--- config.mk ---
export PLATFORM = sky130hd
export DESIGN_NAME = spec_peak_phase
export DESIGN_NICKNAME = d
export VERILOG_FILES = /design/src/rtl/spec_peak_phase_pkg.sv /design/src/rtl/spp_window.sv /design/src/rtl/spp_peak_track.sv /design/src/rtl/spp_cordic_angle.sv /design/src/rtl/spec_peak_phase.sv
export SDC_FILE = /design/constraint.sdc
export NUM_CORES = 1
export LEC_CHECK = 0
export BUFFER_PORTS_ARGS = -buffer_cell sky130_fd_sc_hd__buf_4
export CORE_MARGIN = 2
export CORE_UTILIZATION = 29
export CTS_BUF_LIST = sky130_fd_sc_hd__clkbuf_8 sky130_fd_sc_hd__clkbuf_16
export CTS_CLUSTER_SIZE = 14
export DETAILED_ROUTE_END_ITERATION = 7
export HOLD_SLACK_MARGIN = 0.02
export SLEW_MARGIN = 30
export SYNTH_ARGS = -nofsm -noshare
export SYNTH_HDL_FRONTEND = slang
export SYNTH_SLANG_ARGS = --single-unit
--- constraint.sdc ---
create_clock -name clk -period 5.4 [get_ports clk]
set_input_delay 0.27 -clock clk [delete_from_list [all_inputs] [get_ports clk]]
set_output_delay 0.27 -clock clk [all_outputs]
set_load 0.02 [all_outputs]
--- src/rtl/spec_peak_phase_pkg.sv ---
package spec_peak_phase_pkg;

   // atan(2^-i) with pi == 32768, rounded
   function automatic int atan_q16(input int i);
      case (i)
         0:       return 8192;
         1:       return 4836;
         2:       return 2555;
         3:       return 1297;
         4:       return 651;
         5:       return 326;
         6:       return 163;
         7:       return 81;
         8:       return 41;
         9:       return 20;
         10:      return 10;
         11:      return 5;
         12:      return 3;
         13:      return 1;
         14:      return 1;
         default: return 0;
      endcase
   endfunction

   typedef enum logic {CO_IDLE, CO_RUN} cordic_st_t;

endpackage

--- src/rtl/spp_window.sv ---
module spp_window #(
   parameter int IDX_W      = 4,
   parameter bit HAS_WINDOW = 1'b1
) (
   input  logic [IDX_W:0]   idx,
   input  logic             win_en,
   input  logic [IDX_W-1:0] win_hi,
   input  logic [IDX_W-1:0] win_lo,
   output logic             in_win
);
   generate
      if (HAS_WINDOW) begin : g_win
         assign in_win = !win_en
                      || (idx <= {1'b0, win_hi})
                      || (idx >= {1'b0, win_lo});
      end else begin : g_nowin
         logic unused_win;
         assign unused_win = ^{idx, win_en, win_hi, win_lo};
         assign in_win     = 1'b1;
      end
   endgenerate
endmodule

--- src/rtl/spp_peak_track.sv ---
module spp_peak_track #(
   parameter int DW    = 8,
   parameter int IDX_W = 4
) (
   input  logic                 clk,
   input  logic                 rst_n,
   input  logic                 bin_vld,
   input  logic                 bin_last,
   input  logic signed [DW-1:0] bin_re,
   input  logic signed [DW-1:0] bin_im,
   input  logic                 in_win,
   input  logic [IDX_W:0]       fft_n,
   output logic [IDX_W:0]       cnt,
   output logic                 fin_vld,
   output logic [IDX_W-1:0]     fin_idx,
   output logic signed [DW-1:0] fin_re,
   output logic signed [DW-1:0] fin_im
);
   localparam int MW = 2 * DW + 1;

   logic [IDX_W:0]          cnt_q;
   logic                    have_q;
   logic signed [MW-1:0]    best_mag_q;
   logic [IDX_W-1:0]        best_idx_q;
   logic signed [DW-1:0]    best_re_q, best_im_q;

   logic signed [MW-1:0]    re_x, im_x, mag;
   logic                    cand, take;
   logic signed [MW-1:0]    nxt_mag;
   logic [IDX_W-1:0]        nxt_idx;
   logic signed [DW-1:0]    nxt_re, nxt_im;

   assign re_x = MW'(bin_re);
   assign im_x = MW'(bin_im);
   assign mag  = re_x * re_x + im_x * im_x;

   assign cand = in_win && (cnt_q < fft_n);
   // strict compare: an equal later bin never replaces the earlier one
   assign take = bin_vld && cand && (!have_q || (mag > best_mag_q));

   assign nxt_mag = take ? mag                    : best_mag_q;
   assign nxt_idx = take ? cnt_q[IDX_W-1:0]       : best_idx_q;
   assign nxt_re  = take ? bin_re                 : best_re_q;
   assign nxt_im  = take ? bin_im                 : best_im_q;
   assign cnt     = cnt_q;

   always_ff @(posedge clk or negedge rst_n) begin
      if (!rst_n) begin
         cnt_q      <= '0;
         have_q     <= 1'b0;
         best_mag_q <= '0;
         best_idx_q <= '0;
         best_re_q  <= '0;
         best_im_q  <= '0;
         fin_vld    <= 1'b0;
         fin_idx    <= '0;
         fin_re     <= '0;
         fin_im     <= '0;
      end else begin
         fin_vld <= 1'b0;
         if (bin_vld) begin
            if (bin_last) begin
               fin_vld    <= 1'b1;
               fin_idx    <= nxt_idx;
               fin_re     <= nxt_re;
               fin_im     <= nxt_im;
               cnt_q      <= '0;
               have_q     <= 1'b0;
               best_mag_q <= '0;
               best_idx_q <= '0;
               best_re_q  <= '0;
               best_im_q  <= '0;
            end else begin
               cnt_q      <= (&cnt_q) ? cnt_q : cnt_q + 1'b1;
               have_q     <= have_q | take;
               best_mag_q <= nxt_mag;
               best_idx_q <= nxt_idx;
               best_re_q  <= nxt_re;
               best_im_q  <= nxt_im;
            end
         end
      end
   end
endmodule

--- src/rtl/spp_cordic_angle.sv ---
module spp_cordic_angle #(
   parameter int DW    = 8,
   parameter int ANG_W = 16,
   parameter int ITER  = 12,
   parameter int GUARD = 4
) (
   input  logic                    clk,
   input  logic                    rst_n,
   input  logic                    start,
   input  logic signed [DW-1:0]    x_in,
   input  logic signed [DW-1:0]    y_in,
   output logic                    ang_vld,
   output logic signed [ANG_W-1:0] ang
);
   import spec_peak_phase_pkg::*;

   localparam int XW   = DW + 2 + GUARD;
   localparam int IT_W = $clog2(ITER + 1);
   localparam logic signed [ANG_W-1:0] QTR = {2'b01, {(ANG_W-2){1'b0}}};

   cordic_st_t              st_q;
   logic [IT_W-1:0]         it_q;
   logic signed [XW-1:0]    x_q, y_q;
   logic signed [ANG_W-1:0] z_q;

   logic signed [XW-1:0]    xe, ye, x0, y0, xs, ys, x_nx, y_nx;
   logic signed [ANG_W-1:0] z0, step, z_nx;

   // move the vector into the right half plane
   always_comb begin
      xe = XW'(x_in) <<< GUARD;
      ye = XW'(y_in) <<< GUARD;
      if (xe < 0) begin
         if (ye >= 0) begin
            x0 = ye;  y0 = -xe; z0 = QTR;
         end else begin
            x0 = -ye; y0 = xe;  z0 = -QTR;
         end
      end else begin
         x0 = xe; y0 = ye; z0 = '0;
      end
   end

   assign xs   = x_q >>> it_q;
   assign ys   = y_q >>> it_q;
   assign step = ANG_W'(atan_q16(int'(it_q)) >>> (16 - ANG_W));

   always_comb begin
      if (y_q >= 0) begin
         x_nx = x_q + ys; y_nx = y_q - xs; z_nx = z_q + step;
      end else begin
         x_nx = x_q - ys; y_nx = y_q + xs; z_nx = z_q - step;
      end
   end

   always_ff @(posedge clk or negedge rst_n) begin
      if (!rst_n) begin
         st_q    <= CO_IDLE;
         it_q    <= '0;
         x_q     <= '0;
         y_q     <= '0;
         z_q     <= '0;
         ang_vld <= 1'b0;
         ang     <= '0;
      end else begin
         ang_vld <= 1'b0;
         case (st_q)
            CO_IDLE: if (start) begin
               x_q  <= x0;
               y_q  <= y0;
               z_q  <= z0;
               it_q <= '0;
               st_q <= CO_RUN;
            end
            default: begin
               x_q <= x_nx;
               y_q <= y_nx;
               z_q <= z_nx;
               if (it_q == IT_W'(ITER - 1)) begin
                  st_q    <= CO_IDLE;
                  ang_vld <= 1'b1;
                  ang     <= z_nx;
               end else begin
                  it_q <= it_q + 1'b1;
               end
            end
         endcase
      end
   end
endmodule

--- src/rtl/spec_peak_phase.sv ---
module spec_peak_phase #(
   parameter int DW         = 8,
   parameter int IDX_W      = 4,
   parameter int ANG_W      = 16,
   parameter int ITER       = 12,
   parameter int GUARD      = 4,
   parameter bit HAS_WINDOW = 1'b1
) (
   input  logic                    clk,
   input  logic                    rst_n,
   input  logic                    bin_vld,
   input  logic                    bin_last,
   input  logic signed [DW-1:0]    bin_re,
   input  logic signed [DW-1:0]    bin_im,
   input  logic                    win_en,
   input  logic [IDX_W-1:0]        win_hi,
   input  logic [IDX_W-1:0]        win_lo,
   input  logic [IDX_W:0]          fft_n,
   input  logic [1:0]              mod_log2,
   output logic [IDX_W-1:0]        peak_idx,
   output logic signed [ANG_W-1:0] phase,
   output logic                    done
);
   generate
      if (DW < 4 || DW > 16)           begin : g_bad_dw  $error("DW out of range");    end
      if (IDX_W < 2 || IDX_W > 12)     begin : g_bad_idx $error("IDX_W out of range"); end
      if (ANG_W < 8 || ANG_W > 16)     begin : g_bad_ang $error("ANG_W out of range"); end
      if (ITER < 4 || ITER > ANG_W)    begin : g_bad_it  $error("ITER out of range");  end
      if (GUARD < 0 || GUARD > 8)      begin : g_bad_gd  $error("GUARD out of range"); end
   endgenerate

   logic [IDX_W:0]          cnt;
   logic                    in_win;
   logic                    fin_vld;
   logic [IDX_W-1:0]        fin_idx;
   logic signed [DW-1:0]    fin_re, fin_im;
   logic                    ang_vld;
   logic signed [ANG_W-1:0] ang;

   logic [IDX_W-1:0]        idx_hold;
   logic                    zero_hold;
   logic [1:0]              mod_hold;

   spp_window #(.IDX_W(IDX_W), .HAS_WINDOW(HAS_WINDOW)) i_window (
      .idx(cnt), .win_en(win_en), .win_hi(win_hi), .win_lo(win_lo), .in_win(in_win)
   );

   spp_peak_track #(.DW(DW), .IDX_W(IDX_W)) i_track (
      .clk(clk), .rst_n(rst_n), .bin_vld(bin_vld), .bin_last(bin_last),
      .bin_re(bin_re), .bin_im(bin_im), .in_win(in_win), .fft_n(fft_n),
      .cnt(cnt), .fin_vld(fin_vld), .fin_idx(fin_idx),
      .fin_re(fin_re), .fin_im(fin_im)
   );

   spp_cordic_angle #(.DW(DW), .ANG_W(ANG_W), .ITER(ITER), .GUARD(GUARD)) i_cordic (
      .clk(clk), .rst_n(rst_n), .start(fin_vld), .x_in(fin_re), .y_in(fin_im),
      .ang_vld(ang_vld), .ang(ang)
   );

   always_ff @(posedge clk or negedge rst_n) begin
      if (!rst_n) begin
         idx_hold  <= '0;
         zero_hold <= 1'b0;
         mod_hold  <= '0;
         done      <= 1'b0;
         peak_idx  <= '0;
         phase     <= '0;
      end else begin
         if (fin_vld) begin
            idx_hold  <= fin_idx;
            zero_hold <= (fin_re == '0) && (fin_im == '0);
            mod_hold  <= mod_log2;
         end
         done <= ang_vld;
         if (ang_vld) begin
            peak_idx <= idx_hold;
            phase    <= zero_hold ? '0 : (ang >>> mod_hold);
         end
      end
   end
endmodule

==> summary.txt <==
Logic synthesis
  – Post-Syn Nets: 2145
  – Syn_area_per_cell: 9.025 um2
  – Syn Std Cell Area: 0.01683 mm2
  – Count of flip-flops with a built-in enable after synthesis: 0
  – Main combinational cell family by area after synthesis: adder cells
  – XOR/XNOR Fraction of Synth Area: 6.712%
  – Post-synth top cells: inv_1 (254), dfrtp_1 (158), ha_1 (157)
  – Count leader, synth: inv_1
  – Ys async rst share: 100.0%
  – Register area share after synthesis: 23.49%
  – Mux share of post-synthesis cell area: 8.288%
  – Number of synthesized register bits: 158
  – Yosys cell types: 83
  – YS warnings: 0
  – Post-synth top area cell: dfrtp_1
  – Fraction of the mapped netlist area in adder cells: 22.02%
  – Compound-cell area share of the yosys netlist: 17.77%
  – Top_reg_cell synth: dfrtp_1
  – Simple-gate share of the synthesized area: 13.28%
  – Top-area cell type share of the netlist area: 23.49%
  – Cells after synthesis: 1865
  – Synth top area cells: dfrtp_1 (23%), ha_1 (12%), fa_1 (10%)

Routing
  – Vias per cell: 4.966
  – Post-route antenna net violation count: 0
  – Drt wl/cell: 15.19 um
  – Vias: 14055
  – Initial DRC count: 909
  – # DRC: 0
  – DRT Pass-1 Iters: 5
  – WL final: 42980 um

Worst setup path
  – Worst setup startpoint: bin_im[0]
  – R2R depth: 17
  – Startpoint Class: primary input
  – Critical path peak fanout: 6
  – Slowest library cell on the worst path: fa_1
  – Reg2reg end: i_cordic.y_q[13]$_DFFE_PN0P_
  – Worst Setup Path Type: in -> reg
  – R2R Path Start: i_cordic.it_q[1]$_DFFE_PN0P_
  – Max stage delay on crit path: 490 ps
  – Worst setup EP type: flip-flop
  – Flop2flop setup slack: 420 ps
  – Critical Path RT: 5720 ps
  – Crit path DAT: 6740 ps

Global routing
  – Antenna violations before repair: 0
  – Most Used Layer, Global Route: met2
  – Total gr overflow: 0
  – First-pass GRT wire length: 71870 um
  – Met3 usage: 1.509%
  – Pin count of the biggest net entering global routing: 73
  – Met2 Use GR: 26.37%
  – Global routing usage on met1: 18.13%
  – Total track usage: 14.53%
  – Vias in the first global route: 14370

Clocking
  – Clock transition at path regs: 70 ps
  – Num Clock Sinks: 158
  – CTS Buffer Depth: 2
  – CTS tree: yes
  – Worst skew pair latency: 450 ps
  – CTS Buf Count: 17
  – Root Buffer: clkbuf_16
  – CTS H-tree depth: 4

Hold path
  – WHS Endpoint: mod_hold[1]$_DFFE_PN0P_
  – Hold Path Depth: 2
  – Hold Startpoint: mod_log2[1]
  – Hold crit path type: in -> reg

Timing
  – Slew HR: 41.72%
  – RSZ-0062 raised after global routing: true
  – Final worst slack: -1021 ps
  – Minimum clock period: 6421 ps
  – Final setup vio count: 57
  – Clock Skew: 11.53 ps
  – Max-slew violations: 0
  – Final hold violation count: 0
  – FMAX: 155.7 MHz
  – Slew at the pin closest to its max-slew limit: 868.8 ps
  – Crit share post-route: 118.9%

Finish
  – Synthesis-to-layout area growth: 23.33%
  – ANT cells: 0
  – Fin cells: 2830
  – Nets: 2332
  – Share of cells above drive strength 1: 24.02%

Placed design
  – Placed Instances: 2769
  – RD Place Congestion: 0.8465
  – Port Buffers: 56
  – Post-DP HPWL: 32910 um
  – Setup WS pre-CTS: -1666 ps

Run status
  – Failing checks: setup timing
  – Outcome: finished, violations left

Die
  – I/O pins: 57
  – Initial Utilization: 29.23%
  – Core Rows: 88
  – Die area: 0.05999 mm2
  – DIE HEIGHT: 244.9 um
  – Chip Width: 244.9 um
  – Core Box Area: 0.05759 mm2

Flow run
  – # Max-Cap Violations: 0
worst max-delay path by stage:
| stage | cells after the start | slack [ps] | endpoint |
|---|---|---|---|
| finish | 33 | -1020 | i_track.best_idx_q[3]$_DFFE_PN0P_ |
| global route | 34 | -1340 | i_track.best_im_q[2]$_DFFE_PN0P_ |
| CTS | 35 | -1000 | i_track.best_mag_q[2]$_DFFE_PN0P_ |
| detailed placement | 31 | -1670 | i_track.best_mag_q[13]$_DFFE_PN0P_ |
| global placement | 36 | -1510 | i_track.best_idx_q[2]$_DFFE_PN0P_ |
| floorplan | 32 | -1170 | i_track.best_idx_q[3]$_DFFE_PN0P_ |
per-layer routing:
layer | up-vias | routed length, um
met5 | - | 0
met1 | 6929 | 18770
li1 | 6834 | -
met4 | 0 | 829
met2 | 233 | 22210
met3 | 59 | 1172
repair_timing:
action | 4_1_cts | 5_1_grt
buffers inserted | 20 | 4
endpoints found under the hold margin | 47 | 0
resized for setup | 70 | 46
pin swaps | 54 | 31
cloned | 3 | 3
hold buffers | 1 | 0
setup endpoints to repair | 57 | 58
per-stage QoR:
step / util (%) / hold slack, ps / instance area (um2) / setup TNS [ps]
2_1_floorplan: - / -25.59 / 17170 / -59500
3_3_place_gp: 33.60 / 245.0 / 19350 / -83790
3_5_place_dp: 33.61 / 259.3 / 19350 / -89980
4_1_cts: 35.63 / 46.16 / 20520 / -52600
5_1_grt: 36.05 / 51.85 / 20760 / -71830
6_report: 36.05 / 56.92 / 20760 / -53610
worst max-delay path: cells and delay by family:
kind / cells / cell delay (ps)
adders and majority gates: 7 / 2480
AOI/OAI and AO/OA: 10 / 2240
and+or+nand+nor: 6 / 670
buffers and inverters: 6 / 400
xor gates and xnor gates: 3 / 400
muxes: 1 / 280
state kept, by name, summed over array words and instances, names as in the netlist, 2 cells and up:
name and cells:
i_cordic.ang 16, i_cordic.it_q 4, i_cordic.x_q 14, i_cordic.y_q 14, i_cordic.z_q 16, i_track.best_idx_q 4, i_track.best_im_q 8, i_track.best_mag_q 17
i_track.best_re_q 8, i_track.cnt 5, i_track.fin_idx 4, i_track.fin_im 8, i_track.fin_re 8, idx_hold 4, mod_hold 2, peak_idx 4
phase 16
area by class of cell:
type                            count  area [um2]
Fill cell                        5781       36830
Multi-Input combinational cell   1358       12090
Sequential cell                   158        3959
Timing Repair Buffer              260        2185
Inverter                          257       969.7
Tap cell                          765       957.2
Clock buffer                       18       439.2
Clock inverter                     14       158.9
kinds of logic after synthesis:
group                      after synthesis
DFF                                    158
adders and majority gates              244
xor gates and xnor gates               129
muxes                                   93
and+or+nand+nor                        452
AOI/OAI and AO/OA                      440
buffers and inverters                  349
layout by cell type, fill, tap and decap left out, types with 29 or more instances in the layout:
cell,synthesis,routed
a21oi_1,83,71
o21ai_0,101,94
nor2b_1,33,29
dfrtp_1,158,154
buf_4,2,228
nand3_1,42,38
nor2_1,111,102
fa_1,87,87
xnor2_1,100,89
nand2_1,116,112
a22o_1,47,47
inv_1,254,235
ha_1,157,135
mux2_2,33,32
xor2_1,29,29
Power is not shown: default switching activity piles up to over one toggle a cycle in this logic, so the estimate is an artifact.
